--- src/rtl/pm_pkg.sv ---
package pm_pkg;

   typedef enum logic [1:0] {
      ST_IDLE = 2'd0,
      ST_ROW  = 2'd1,
      ST_COL  = 2'd2
   } pm_state_t;

   // Content of the cell at linear position idx before truncation
   function automatic int unsigned pm_pattern(int unsigned idx,
                                              int unsigned seed,
                                              int unsigned step);
      return seed ^ (idx * step);
   endfunction

endpackage

--- src/rtl/pm_cell_array.sv ---
module pm_cell_array #(
   parameter int unsigned ROWS   = 4,
   parameter int unsigned COLS   = 4,
   parameter int unsigned DATA_W = 8,
   parameter int unsigned ADDR_W = 2,
   parameter int unsigned SEED   = 32'h3C,
   parameter int unsigned STEP   = 32'h29
) (
   input  logic              clk,
   input  logic              rst_n,
   input  logic              ras,
   input  logic              cas,
   input  logic [ADDR_W-1:0] addr,
   output logic              rd_valid,
   output logic [DATA_W-1:0] rd_data
);
   localparam int unsigned ROW_W = $clog2(ROWS);
   localparam int unsigned COL_W = $clog2(COLS);

   logic [DATA_W-1:0] cells   [ROWS][COLS];
   logic [DATA_W-1:0] row_buf [COLS];
   logic [ROW_W-1:0]  row_sel;
   logic [COL_W-1:0]  col_sel;

   // Fixed contents: one constant per supercell
   for (genvar r = 0; r < ROWS; r++) begin : g_row
      for (genvar c = 0; c < COLS; c++) begin : g_col
         assign cells[r][c] =
            DATA_W'(pm_pkg::pm_pattern(r * COLS + c, SEED, STEP));
      end
   end

   assign row_sel = addr[ROW_W-1:0];
   assign col_sel = addr[COL_W-1:0];

   // Row strobe: latch the whole selected row
   always_ff @(posedge clk) begin
      if (!rst_n) begin
         for (int c = 0; c < COLS; c++) row_buf[c] <= '0;
      end else if (ras) begin
         for (int c = 0; c < COLS; c++) row_buf[c] <= cells[row_sel][c];
      end
   end

   // Column strobe: pick one supercell out of the row buffer
   always_ff @(posedge clk) begin
      if (!rst_n) begin
         rd_valid <= 1'b0;
         rd_data  <= '0;
      end else begin
         rd_valid <= cas;
         if (cas) rd_data <= row_buf[col_sel];
      end
   end

endmodule

--- src/rtl/pm_row_tag.sv ---
module pm_row_tag #(
   parameter int unsigned ROW_W = 2
) (
   input  logic             clk,
   input  logic             rst_n,
   input  logic             load,
   input  logic [ROW_W-1:0] load_row,
   input  logic [ROW_W-1:0] cmp_row,
   output logic             hit
);
   logic             open_valid;
   logic [ROW_W-1:0] open_row;

   always_ff @(posedge clk) begin
      if (!rst_n) begin
         open_valid <= 1'b0;
         open_row   <= '0;
      end else if (load) begin
         open_valid <= 1'b1;
         open_row   <= load_row;
      end
   end

   assign hit = open_valid && (open_row == cmp_row);

endmodule

--- src/rtl/pm_rd_sequencer.sv ---
module pm_rd_sequencer #(
   parameter int unsigned ROW_W  = 2,
   parameter int unsigned COL_W  = 2,
   parameter int unsigned ADDR_W = 2
) (
   input  logic              clk,
   input  logic              rst_n,
   input  logic              req_valid,
   output logic              req_ready,
   input  logic [ROW_W-1:0]  req_row,
   input  logic [COL_W-1:0]  req_col,
   input  logic              row_hit,
   output logic              ras,
   output logic              cas,
   output logic [ADDR_W-1:0] addr,
   output logic              tag_load,
   output logic [ROW_W-1:0]  tag_row
);
   import pm_pkg::*;

   pm_state_t        state;
   logic [ROW_W-1:0] lat_row;
   logic [COL_W-1:0] lat_col;

   always_ff @(posedge clk) begin
      if (!rst_n) begin
         state   <= ST_IDLE;
         lat_row <= '0;
         lat_col <= '0;
      end else begin
         unique case (state)
            ST_IDLE: if (req_valid) begin
               lat_row <= req_row;
               lat_col <= req_col;
               state   <= row_hit ? ST_COL : ST_ROW;
            end
            ST_ROW:  state <= ST_COL;
            ST_COL:  state <= ST_IDLE;
            default: state <= ST_IDLE;
         endcase
      end
   end

   assign req_ready = (state == ST_IDLE);
   assign ras       = (state == ST_ROW);
   assign cas       = (state == ST_COL);

   always_comb begin
      if (ras)      addr = ADDR_W'(lat_row);
      else if (cas) addr = ADDR_W'(lat_col);
      else          addr = '0;
   end

   assign tag_load = ras;
   assign tag_row  = lat_row;

endmodule

--- src/rtl/pagemode_rd_ctrl.sv ---
module pagemode_rd_ctrl #(
   parameter int unsigned ROWS   = 4,
   parameter int unsigned COLS   = 4,
   parameter int unsigned DATA_W = 8,
   parameter int unsigned SEED   = 32'h3C,
   parameter int unsigned STEP   = 32'h29,
   localparam int unsigned ROW_W  = $clog2(ROWS),
   localparam int unsigned COL_W  = $clog2(COLS),
   localparam int unsigned ADDR_W = (ROW_W > COL_W) ? ROW_W : COL_W
) (
   input  logic              clk,
   input  logic              rst_n,
   input  logic              req_valid,
   output logic              req_ready,
   input  logic [ROW_W-1:0]  req_row,
   input  logic [COL_W-1:0]  req_col,
   output logic              rsp_valid,
   output logic [DATA_W-1:0] rsp_data,
   output logic              row_stb,
   output logic              col_stb,
   output logic [ADDR_W-1:0] mux_addr
);
   // Elaboration-time parameter checks
   if (ROWS < 2 || (ROWS & (ROWS - 1)) != 0) begin : g_bad_rows
      $error("ROWS must be a power of two, at least 2");
   end
   if (COLS < 2 || (COLS & (COLS - 1)) != 0) begin : g_bad_cols
      $error("COLS must be a power of two, at least 2");
   end
   if (DATA_W < 1 || DATA_W > 32) begin : g_bad_data
      $error("DATA_W must lie in 1..32");
   end

   logic             row_hit;
   logic             tag_load;
   logic [ROW_W-1:0] tag_row;

   pm_row_tag #(.ROW_W(ROW_W)) u_tag (
      .clk      (clk),
      .rst_n    (rst_n),
      .load     (tag_load),
      .load_row (tag_row),
      .cmp_row  (req_row),
      .hit      (row_hit)
   );

   pm_rd_sequencer #(.ROW_W(ROW_W), .COL_W(COL_W), .ADDR_W(ADDR_W)) u_seq (
      .clk       (clk),
      .rst_n     (rst_n),
      .req_valid (req_valid),
      .req_ready (req_ready),
      .req_row   (req_row),
      .req_col   (req_col),
      .row_hit   (row_hit),
      .ras       (row_stb),
      .cas       (col_stb),
      .addr      (mux_addr),
      .tag_load  (tag_load),
      .tag_row   (tag_row)
   );

   pm_cell_array #(
      .ROWS(ROWS), .COLS(COLS), .DATA_W(DATA_W), .ADDR_W(ADDR_W),
      .SEED(SEED), .STEP(STEP)
   ) u_array (
      .clk      (clk),
      .rst_n    (rst_n),
      .ras      (row_stb),
      .cas      (col_stb),
      .addr     (mux_addr),
      .rd_valid (rsp_valid),
      .rd_data  (rsp_data)
   );

endmodule

--- config.mk ---
export PLATFORM = sky130hd
export DESIGN_NAME = pagemode_rd_ctrl
export DESIGN_NICKNAME = d
export VERILOG_FILES = /design/src/rtl/pm_pkg.sv /design/src/rtl/pm_cell_array.sv /design/src/rtl/pm_row_tag.sv /design/src/rtl/pm_rd_sequencer.sv /design/src/rtl/pagemode_rd_ctrl.sv
export SDC_FILE = /design/constraint.sdc
export NUM_CORES = 1
export LEC_CHECK = 0
export CORE_MARGIN = 4
export CORE_UTILIZATION = 41
export CTS_BUF_LIST = sky130_fd_sc_hd__clkbuf_8 sky130_fd_sc_hd__clkbuf_16
export DETAILED_ROUTE_END_ITERATION = 8
export MAX_ROUTING_LAYER = met4
export SLEW_MARGIN = 20
export SYNTH_ARGS = -nofsm -noshare
export SYNTH_HDL_FRONTEND = slang
export SYNTH_SLANG_ARGS = --single-unit
--- constraint.sdc ---
create_clock -name clk -period 1.5 [get_ports clk]
set_input_delay 0.225 -clock clk [delete_from_list [all_inputs] [get_ports clk]]
set_output_delay 0.225 -clock clk [all_outputs]
set_load 0.02 [all_outputs]
==> impl_metrics.json <==
{
  "dp.cells": 215,
  "dieArea_sq_mm": 0.00445,
  "core_sq_mm": 0.00334,
  "n_antenna_cell": 0,
  "num_io_pins": 21,
  "synthFlopType": "dfxtp_1",
  "p_leak_nw": 0.796,
  "tightest_slew_ps": 344,
  "clock_sinks": 31,
  "cellPowerDensity_mw_per_mm2": 989,
  "fp-row-count": 21,
  "via_per_inst": 4.95,
  "grt_usage": 0.167,
  "port_buffers": 20,
  "crit_fanout": 2,
  "cts_buffers": 5,
  "avgSynthCellArea_sq_um": 10.5,
  "regArea_sq_um": 744,
  "finalSetupViolations": 0,
  "fmax_ghz": 0.691,
  "grt-ovfl-total": 0,
  "rsz0062_at_grt": "no",
  "detail_route.wl_per_cell_microns": 14.1,
  "period_needed_ps": 1450,
  "antenna_found_initial": 0,
  "r2r_setup_slack_ps": 100,
  "outcome": "complete, no violations",
  "synth-async-reset-ratio": 0,
  "startpoint": "u_array.rd_data[7]",
  "vias": 1104,
  "hold_violations": 0,
  "synth-edff-count": 12,
  "antenna_left": 0,
  "dp_hpwl_microns": 2420,
  "yosysSeqAreaShare": 0.524,
  "path_delay_family": "buffers and inverters",
  "critPathSlowestCell": "clkdlybuf4s50_1",
  "cts_hold_buf": 0,
  "ys_warn_count": 0,
  "worst_setup_path_start_kind": "flop",
  "die_h_microns": 66.7,
  "maxCapViolations": 0,
  "start_util": 0.423,
  "cts-root-buf": "clkbuf_8",
  "r2r_cells": 5,
  "finalInstanceArea_sq_mm": 0.00187,
  "cts_htree_levels": 2,
  "fin_crit_sh": 0.965,
  "drv_slew": 0,
  "path_class": "reg -> out",
  "final_cells": 223,
  "finClkSkew_ps": 7.23,
  "ys_seq_elements": 31,
  "syn_to_final_growth_pct": 32.6,
  "postPlaceCellArea_sq_mm": 0.00180,
  "clkLatencyLatePin_ps": 290,
  "critical_path.endpoint_type": "primary output",
  "grt_pass1_wl_microns": 5260,
  "path_buf_inv": 1,
  "holdCritPathClass": "reg -> reg",
  "synth_area_sq_mm": 0.00141,
  "drc": 0,
  "multi_input_area_sq_um": 608,
  "timing.rr.start": "u_seq.state[1]",
  "die_w_microns": 66.7,
  "clk_path_buf_depth": 2,
  "cp_cell_sequence": "clkdlybuf4s50_1",
  "min_from": "u_array.rd_data[1]",
  "vdd_ir_drop_max_mv": 0.481,
  "fill_cells": 317,
  "grt_start_max_net_pins": 20,
  "syn-num-nets": 141,
  "worstPathRequired_ps": 1270,
  "cp_data_arrival_time_ps": 1220,
  "cpPeakStageDelay_ps": 600,
  "clkTransAtPathRegs_ps": 70,
  "gp_congestion": 0.804,
  "synth_cell_types": 40,
  "first_iter_violations": 90,
  "relSlewSlack": 0.771,
  "netlist_instances": 134,
  "r2r_end": "u_seq.tag_row[0]",
  "cts_tree": "yes",
  "drive_above_1_share": 0.254,
  "drt-total-wl_microns": 3140,
  "drt_pre_antenna_iters": 4,
  "cp.depth": 1,
  "grt_pass1_vias": 1111,
  "fin_nets": 183,
  "endpoint": "rsp_data[7]"
}
[worst min-delay path by stage]
stage	to	slack, ps	cells past startpoint
after floorplan	u_seq.state[0]	370	2
after global placement	u_array.rd_data[0]	440	2
after detailed placement	u_array.rd_data[1]	450	2
after CTS	u_array.rd_data[1]	460	2
after global routing	u_array.rd_data[0]	480	2
final	u_array.rd_data[1]	450	2
[synthesized netlist by cell type (3+ instances only)]
library cell	n	area share
nor2_1	19	0.050
inv_1	5	0.013
mux2i_1	5	0.035
nor2b_1	6	0.027
edfxtp_1	12	0.26
buf_2	3	0.011
nand2_1	7	0.019
nor3_1	3	0.011
o21ai_0	6	0.021
a211o_1	3	0.019
dfxtp_1	19	0.27
nand3b_1	3	0.016
a21oi_1	4	0.014
nand2b_1	3	0.013
buf_4	4	0.021
[where the power goes]
group	internal, mW	switching (mW)	leakage [nW]
Clock	0.317	0.313	0.0477
Sequential	0.924	0.0311	0.282
Combinational	0.135	0.133	0.466
[stage by stage]
stage	util	total power, mW	setup WS (ps)	setup TNS [ps]	hold WS [ps]
floorplan	-	1.12	173	0	366
global placement	0.539	1.24	-69.0	-250	442
detailed placement	0.539	1.25	-97.3	-333	450
CTS	0.562	1.87	10.2	0	458
global route	0.561	1.94	5.89	0	479
finish	0.561	1.85	52.5	0	455
[routing by layer]
| layer | vias to the layer above | global-route usage | wire (microns) |
|---|---|---|---|
| li1 | 560 | - | - |
| met1 | 523 | 0.203 | 1480 |
| met2 | 16 | 0.255 | 1490 |
| met3 | 5 | 0.0472 | 119 |
| met4 | 0 | 0.0838 | 49 |
| met5 | - | - | 0 |
[cell families after synthesis]
group	count (synthesis)	synth area share
compound gates	27	0.136
simple gates	53	0.218
xor+xnor	2	0.0124
flops	31	0.524
mux	7	0.0593
buf+inv	14	0.0505
[flip-flops by register name, indices dropped and copies added, names as in the netlist]
register	cells
u_array.row_buf	13
u_array.rd_data	8
u_seq.lat_col	2
u_seq.state	2
u_seq.tag_row	2
u_tag.open_row	2
u_array.rd_valid	1
u_tag.open_valid	1
[area by class of cell]
type / instances / area share
well taps: 46 / 0.0307
repair buffers: 44 / 0.192
inverters: 5 / 0.0100
multi-input cells: 89 / 0.325
flip-flops and latches: 31 / 0.397
clock inverters: 3 / 0.00802
clock buffers: 5 / 0.0367
[placed cells by master (no fill, tap or decap), drive strengths merged, types with 2 or more instances in the layout]
| master | count |
|---|---|
| mux2i | 5 |
| a21boi | 3 |
| dfxtp | 19 |
| a211o | 3 |
| nand3b | 4 |
| buf | 28 |
| clkbuf | 5 |
| nor3 | 3 |
| a21oi | 4 |
| o21a | 2 |
| o21ai | 6 |
| nor2b | 6 |
| edfxtp | 12 |
| xnor2 | 2 |
| nor3b | 3 |
| nand2 | 7 |
| nor2 | 19 |
| inv | 5 |
| nand2b | 3 |
| clkdlybuf4s50 | 15 |
| clkinv | 3 |
| and3b | 2 |
| and2 | 2 |
[timing repair]
action / 4_1_cts / 5_1_grt
pin swaps: 0 / 0
gates resized for setup: 20 / 3
setup buffers: 0 / 0
endpoints found under the setup margin: 6 / 4
Note: power is estimated with default switching activity, not from simulation.
